**config.mk**
```make
export PLATFORM = sky130hd
export DESIGN_NAME = line_video_formatter
export DESIGN_NICKNAME = d
export VERILOG_FILES = /design/src/rtl/vfmt_pkg.sv /design/src/rtl/vfmt_index.sv /design/src/rtl/vfmt_select.sv /design/src/rtl/vfmt_beat.sv /design/src/rtl/line_video_formatter.sv
export SDC_FILE = /design/constraint.sdc
export NUM_CORES = 1
export LEC_CHECK = 0
export BUFFER_PORTS_ARGS = -buffer_cell sky130_fd_sc_hd__buf_2
export CAP_MARGIN = 40
export CORE_MARGIN = 8
export CORE_UTILIZATION = 32
export DETAILED_ROUTE_END_ITERATION = 12
export PLACE_DENSITY = 0.55
export SLEW_MARGIN = 20
export SYNTH_ARGS = -nofsm -noshare
export SYNTH_HDL_FRONTEND = slang
export SYNTH_SLANG_ARGS = --single-unit
```
**constraint.sdc**
```tcl
create_clock -name clk -period 1.6 [get_ports clk]
set_input_delay 0.24 -clock clk [delete_from_list [all_inputs] [get_ports clk]]
set_output_delay 0.24 -clock clk [all_outputs]
set_load 0.03 [all_outputs]
```
**src/rtl/vfmt_pkg.sv**
```systemverilog
package vfmt_pkg;

    localparam int PIX_W     = 12;
    localparam int STEP_LOG2 = 8;
    localparam int DROP_10   = PIX_W - 10;
    localparam int DROP_8    = PIX_W - 8;

    typedef logic [PIX_W-1:0] pix_t;

    typedef enum logic [1:0] {
        FMT_W12 = 2'd0,
        FMT_W10 = 2'd1,
        FMT_W8  = 2'd2,
        FMT_W8B = 2'd3
    } fmt_e;

    typedef struct packed {
        pix_t ev;
        pix_t od;
    } pair_t;

    typedef struct packed {
        logic single;
        logic pack;
        logic test;
        fmt_e fmt;
    } cfg_t;

    function automatic pix_t fit_width(pix_t s, fmt_e f);
        pix_t r;
        case (f)
            FMT_W12: r = s;
            FMT_W10: r = s >> DROP_10;
            default: r = s >> DROP_8;
        endcase
        return r;
    endfunction

    function automatic cfg_t resolve_cfg(cfg_t c);
        cfg_t r;
        r = c;
        if (c.pack) begin
            r.single = 1'b0;
            r.fmt    = FMT_W8;
        end
        return r;
    endfunction

endpackage

```
**src/rtl/vfmt_index.sv**
```systemverilog
module vfmt_index #(
    parameter int IDX_W = 12
) (
    input  logic             clk,
    input  logic             rst,
    input  logic             take,
    input  logic             line_on,
    output logic [IDX_W-1:0] idx_even
);
    localparam logic [IDX_W-1:0] PAIR_STEP = IDX_W'(2);

    logic [IDX_W-1:0] cnt_q;

    always_ff @(posedge clk) begin
        if (rst) begin
            cnt_q <= '0;
        end else if (take) begin
            if (line_on) cnt_q <= cnt_q + PAIR_STEP;
            else         cnt_q <= '0;
        end
    end

    assign idx_even = cnt_q;
endmodule

```
**src/rtl/vfmt_select.sv**
```systemverilog
module vfmt_select
    import vfmt_pkg::*;
#(
    parameter int IDX_W = 12
) (
    input  logic [IDX_W-1:0] idx_even,
    input  logic             line_on,
    input  cfg_t             cfg,
    input  pair_t            raw,
    output pair_t            shaped
);
    localparam logic [IDX_W-1:0] STEP_MASK = ~((IDX_W'(1) << STEP_LOG2) - IDX_W'(1));

    logic [IDX_W-1:0] idx_odd;
    logic [IDX_W-1:0] step_ev, step_od;
    pix_t             pat_ev, pat_od;
    pair_t            src;

    assign idx_odd = idx_even | IDX_W'(1);
    assign step_ev = idx_even & STEP_MASK;
    assign step_od = idx_odd & STEP_MASK;

    generate
        if (IDX_W >= PIX_W) begin : g_wide_idx
            assign pat_ev = step_ev[IDX_W-1 -: PIX_W];
            assign pat_od = step_od[IDX_W-1 -: PIX_W];
        end else begin : g_narrow_idx
            localparam int PAD = PIX_W - IDX_W;
            assign pat_ev = {step_ev, {PAD{1'b0}}};
            assign pat_od = {step_od, {PAD{1'b0}}};
        end
    endgenerate

    always_comb begin
        if (cfg.test) begin
            src.ev = pat_ev;
            src.od = pat_od;
        end else begin
            src = raw;
        end
        if (line_on) begin
            shaped.ev = fit_width(src.ev, cfg.fmt);
            shaped.od = fit_width(src.od, cfg.fmt);
        end else begin
            shaped = '0;
        end
    end
endmodule

```
**src/rtl/vfmt_beat.sv**
```systemverilog
module vfmt_beat
    import vfmt_pkg::*;
(
    input  logic  clk,
    input  logic  rst,
    input  logic  pix_en,
    input  logic  line_on,
    input  logic  single,
    input  pair_t shaped,
    output logic  take,
    output logic  phase,
    output pix_t  even_q,
    output pix_t  odd_q,
    output logic  strobe_q,
    output logic  lval_q
);
    pix_t hold_q;
    logic phase_q;

    assign take  = pix_en & ~phase_q;
    assign phase = phase_q;

    always_ff @(posedge clk) begin
        if (rst) begin
            even_q   <= '0;
            odd_q    <= '0;
            hold_q   <= '0;
            strobe_q <= 1'b0;
            lval_q   <= 1'b0;
            phase_q  <= 1'b0;
        end else if (take) begin
            strobe_q <= 1'b1;
            lval_q   <= line_on;
            phase_q  <= single;
            if (single) begin
                even_q <= '0;
                odd_q  <= shaped.ev;
                hold_q <= shaped.od;
            end else begin
                even_q <= shaped.ev;
                odd_q  <= shaped.od;
            end
        end else if (phase_q) begin
            strobe_q <= 1'b1;
            odd_q    <= hold_q;
            phase_q  <= 1'b0;
        end else begin
            strobe_q <= 1'b0;
        end
    end
endmodule

```
**src/rtl/line_video_formatter.sv**
```systemverilog
module line_video_formatter
    import vfmt_pkg::*;
#(
    parameter int IDX_W = 12
) (
    input  logic              clk,
    input  logic              rst,
    input  logic              pix_en,
    input  logic              line_active,
    input  logic [PIX_W-1:0]  even_pix,
    input  logic [PIX_W-1:0]  odd_pix,
    input  logic              single,
    input  logic [1:0]        fmt,
    input  logic              test_pat,
    input  logic              pack8,
    output logic [PIX_W-1:0]  even_bus,
    output logic [PIX_W-1:0]  odd_bus,
    output logic              strobe,
    output logic              lval
);
    cfg_t             cfg_raw, cfg_eff;
    pair_t            raw_pair, shaped_pair;
    logic [IDX_W-1:0] idx_even;
    logic             take;
    logic             phase_q;

    assign cfg_raw  = '{single: single, pack: pack8, test: test_pat, fmt: fmt_e'(fmt)};
    assign cfg_eff  = resolve_cfg(cfg_raw);
    assign raw_pair = '{ev: even_pix, od: odd_pix};

    vfmt_index #(.IDX_W(IDX_W)) u_index (
        .clk      (clk),
        .rst      (rst),
        .take     (take),
        .line_on  (line_active),
        .idx_even (idx_even)
    );

    vfmt_select #(.IDX_W(IDX_W)) u_select (
        .idx_even (idx_even),
        .line_on  (line_active),
        .cfg      (cfg_eff),
        .raw      (raw_pair),
        .shaped   (shaped_pair)
    );

    vfmt_beat u_beat (
        .clk      (clk),
        .rst      (rst),
        .pix_en   (pix_en),
        .line_on  (line_active),
        .single   (cfg_eff.single),
        .shaped   (shaped_pair),
        .take     (take),
        .phase    (phase_q),
        .even_q   (even_bus),
        .odd_q    (odd_bus),
        .strobe_q (strobe),
        .lval_q   (lval)
    );
endmodule

```
==> results_dict.tcl <==
set metrics [dict create \
    outcome "completed" \
    power_frac_seq_pct 50.9 \
    cts_buffers 5 \
    synthArstFlopShare_pct 0 \
    core_um2 9020 \
    report.final.slew_viol_count 0 \
    crit_start "u_beat.phase" \
    grt_first_pass_wirelength_um 14700 \
    holdPathEnd "u_beat.even_q[1]" \
    ios 59 \
    ant_nets 0 \
    tightest_slew_ps 553 \
    worstSkewPairLatency_ps 300 \
    fin_skew_ps 5.34 \
    cts_setup_buffers 0 \
    finalCritPeriodShare_pct 96.4 \
    die_x_um 111 \
    worstPathArrival_ps 1730 \
    cts_tree "built" \
    n_antenna_cell 0 \
    power.total_mw 2.52 \
    switching_power_mw 0.756 \
    clockBufferDepth 2 \
    clkPwrFrac_pct 29.7 \
    min_path_cells 2 \
    cp.required_ps 1790 \
    fin_crit_ps 1540 \
    die_h_um 111 \
    endpoint_kind "flip-flop" \
    timing.rr.start "u_beat.phase" \
    postSynthCellCount 339 \
    crit_path_start_kind "flip-flop" \
    syn_nets 373 \
    setup_viol 0 \
    drv_cap 0 \
    synthTopCellsByArea "dfxtp_1, mux2i_1, a21oi_1, nor2_1, nand2_1" \
    seq_area_frac_synth_pct 34.4 \
    io_buffers 58 \
    drt_iter0_drc 248 \
    cts_max_level 2 \
    power_density_nw_per_um2 727 \
    critPathMaxStageDelay_ps 430 \
    switching_share_pct 30.0 \
    synth_seq_cells 50 \
    r2r_end "u_beat.odd_q[9]" \
    grt_pass1_vias 2776 \
    placementRows 35 \
    dieArea_um2 12400 \
    internal_power_mw 1.77 \
    peakVddDrop_v 0.000303 \
    start_util_pct 32.3 \
    min_path_type "input port to flip-flop" \
    relSlewSlack_pct 62.8 \
    synth_top_flop_cell "dfxtp_1" \
    antenna_found_initial 0 \
    mappedNetlistArea_um2 2910 \
    synth_most_common_cell "dfxtp_1" \
    synth_commonest_cells "dfxtp_1, nor2_1, nand2_1, a21oi_1, mux2i_1" \
    crit_chain "buf_4 -> inv_1 -> and3_1 -> a221oi_1 -> a21oi_1" \
    grt_max_degree 19 \
    path_class "flip-flop to flip-flop" \
    gp_congestion 0.868 \
    ctsRootBufferMaster "clkbuf_8" \
    rrSetupSlack_ps 60 \
    synthDistinctLibCells 59 \
    syn_area_per_cell_um2 8.58 \
    cts.sink_count 50 \
    rsz0062_at_grt "false" \
    num_vias 2827 \
    max_clock_freq_mhz 648 \
    post-dp-hpwl_um 6930 \
    clk_pin_slew_ps 90 \
    viasPerCell 5.48 \
    drt_first_pass_iters 5 \
    gr-total-overflow 0 \
    final-hold-violation-count 0 \
    critPathMaxFanout 12 \
    synth.largest_area_cell "dfxtp_1" \
    finalWirelength_um 8960 \
    drc 0 \
    slowest_stage "dfxtp_1" \
    synth-edff-count 0 \
    power.leakage_nw 1.42 \
    synthToLayoutAreaGrowth_pct 19.3 \
    synth_top_area_share_pct 34.4 \
    nFillCells 943 \
    grt_usage_pct 14.3 \
    synth_warnings 0 \
    drive_gt1_share_pct 28.9 \
    ff2ff_path_depth 5 \
    final_nets 438 \
    pwr-share-comb_pct 19.5 \
    timing.hold.ws_ps 319 \
    hp-start "rst" \
    wl_per_cell_um 17.4 \
]
cell families (layout without fill, tap and decap cells):
family          Yosys count  in the layout  share of synthesized area (%)
simple gates            121            121                           21.8
compound gates          101            101                           24.4
flops                    50             50                           34.4
buf+inv                  36            102                           8.34
mux                      26             26                           9.42
xor+xnor                  4              4                           1.20
fa+ha+maj                 1              1                          0.430
power groups by stage:
stage               clock [mW]  sequential [mW]  combinational (mW)
detailed placement           0             1.31               0.486
global placement             0             1.31               0.486
CTS                      0.768             1.28               0.489
global route             0.819             1.29               0.533
finish                   0.749             1.28               0.491
floorplan                    0             1.35               0.282
flip-flops by register name (all words and copies together) (netlist names):
| name | count |
|---|---|
| u_beat.even_q | 12 |
| u_beat.hold_q | 12 |
| u_beat.phase | 1 |
| u_index.idx_even | 11 |
| u_beat.lval_q | 1 |
| u_beat.odd_q | 12 |
| u_beat.strobe_q | 1 |
cell usage in the layout, fill, tap and decap left out, types with 2 or more instances in the layout:
| cell | Yosys | routed |
|---|---|---|
| clkbuf_8 | 1 | 5 |
| and2_1 | 4 | 4 |
| a211oi_1 | 4 | 4 |
| a31oi_1 | 4 | 4 |
| nor2_1 | 31 | 31 |
| o2111ai_1 | 5 | 5 |
| dfxtp_1 | 50 | 50 |
| buf_4 | 4 | 28 |
| xnor2_1 | 3 | 3 |
| buf_2 | 6 | 58 |
| a22oi_1 | 6 | 6 |
| buf_12 | 0 | 2 |
| nor2b_1 | 2 | 2 |
| nand2_1 | 29 | 29 |
| mux2i_2 | 2 | 2 |
| o211ai_1 | 3 | 3 |
| o21ba_2 | 4 | 4 |
| a21oi_1 | 27 | 27 |
| a32oi_1 | 10 | 10 |
| nor3_1 | 6 | 6 |
| o21ai_1 | 2 | 2 |
| nand3_1 | 15 | 15 |
| nor4_1 | 4 | 3 |
| a221oi_1 | 6 | 6 |
| and3_1 | 11 | 11 |
| mux2i_1 | 22 | 22 |
| a211o_1 | 2 | 2 |
| nor3b_1 | 3 | 3 |
| inv_1 | 6 | 6 |
| o21a_1 | 2 | 2 |
| o21ai_0 | 19 | 19 |
| nand2b_1 | 3 | 3 |
metal layers:
| metal | global-route usage, % | vias to the layer above | routed length (um) |
|---|---|---|---|
| li1 | - | 1375 | - |
| met1 | 19.7 | 1343 | 4270 |
| met2 | 21.8 | 100 | 4030 |
| met3 | 2.58 | 9 | 527 |
| met4 | 4.44 | 0 | 130 |
| met5 | 0 | - | 0 |
critical path: cells and delay by family, from the launching register on:
kind / cells / cell delay (ps)
AOI/OAI and AO/OA: 2 / 310
buffers and inverters: 2 / 420
and+or+nand+nor: 1 / 270
DFF: 1 / 430
area by class of cell:
type | count | area, um2 | share of cell area, %
clock inverter | 3 | 21.3 | 0.613
sequential | 50 | 1000 | 28.8
multi-input combinational | 253 | 1680 | 48.3
timing repair buffer | 88 | 541 | 15.6
tap | 111 | 139 | 4.00
inverter | 6 | 22.5 | 0.649
clock buffer | 5 | 68.8 | 1.98
worst max-delay path by stage:
stage | to | cells past startpoint
2_1_floorplan | u_beat.hold_q[6] | 7
3_3_place_gp | u_beat.odd_q[9] | 5
3_5_place_dp | u_beat.odd_q[9] | 5
4_1_cts | u_beat.odd_q[9] | 5
5_1_grt | u_beat.odd_q[5] | 4
6_report | u_beat.odd_q[9] | 5
stage by stage:
step | setup slack [ps] | setup TNS (ps) | cells | cell area (um2) | util (%)
after floorplan | 202 | 0 | 339 | 2910 | -
after global placement | 8.24 | 0 | 508 | 3370 | 37.4
after detailed placement | -8.15 | -8.15 | 508 | 3370 | 37.4
after CTS | 83.0 | 0 | 516 | 3460 | 38.4
after global routing | 14.4 | 0 | 516 | 3470 | 38.5
final | 57.5 | 0 | 516 | 3470 | 38.5
timing repair:
item / in CTS / in global routing
pin swaps: 0 / 0
hold buffers: 0 / 0
resized for setup: 1 / 1
endpoints found under the setup margin: 1 / 1
No activity file was read; power rests on OpenSTA's default activity.
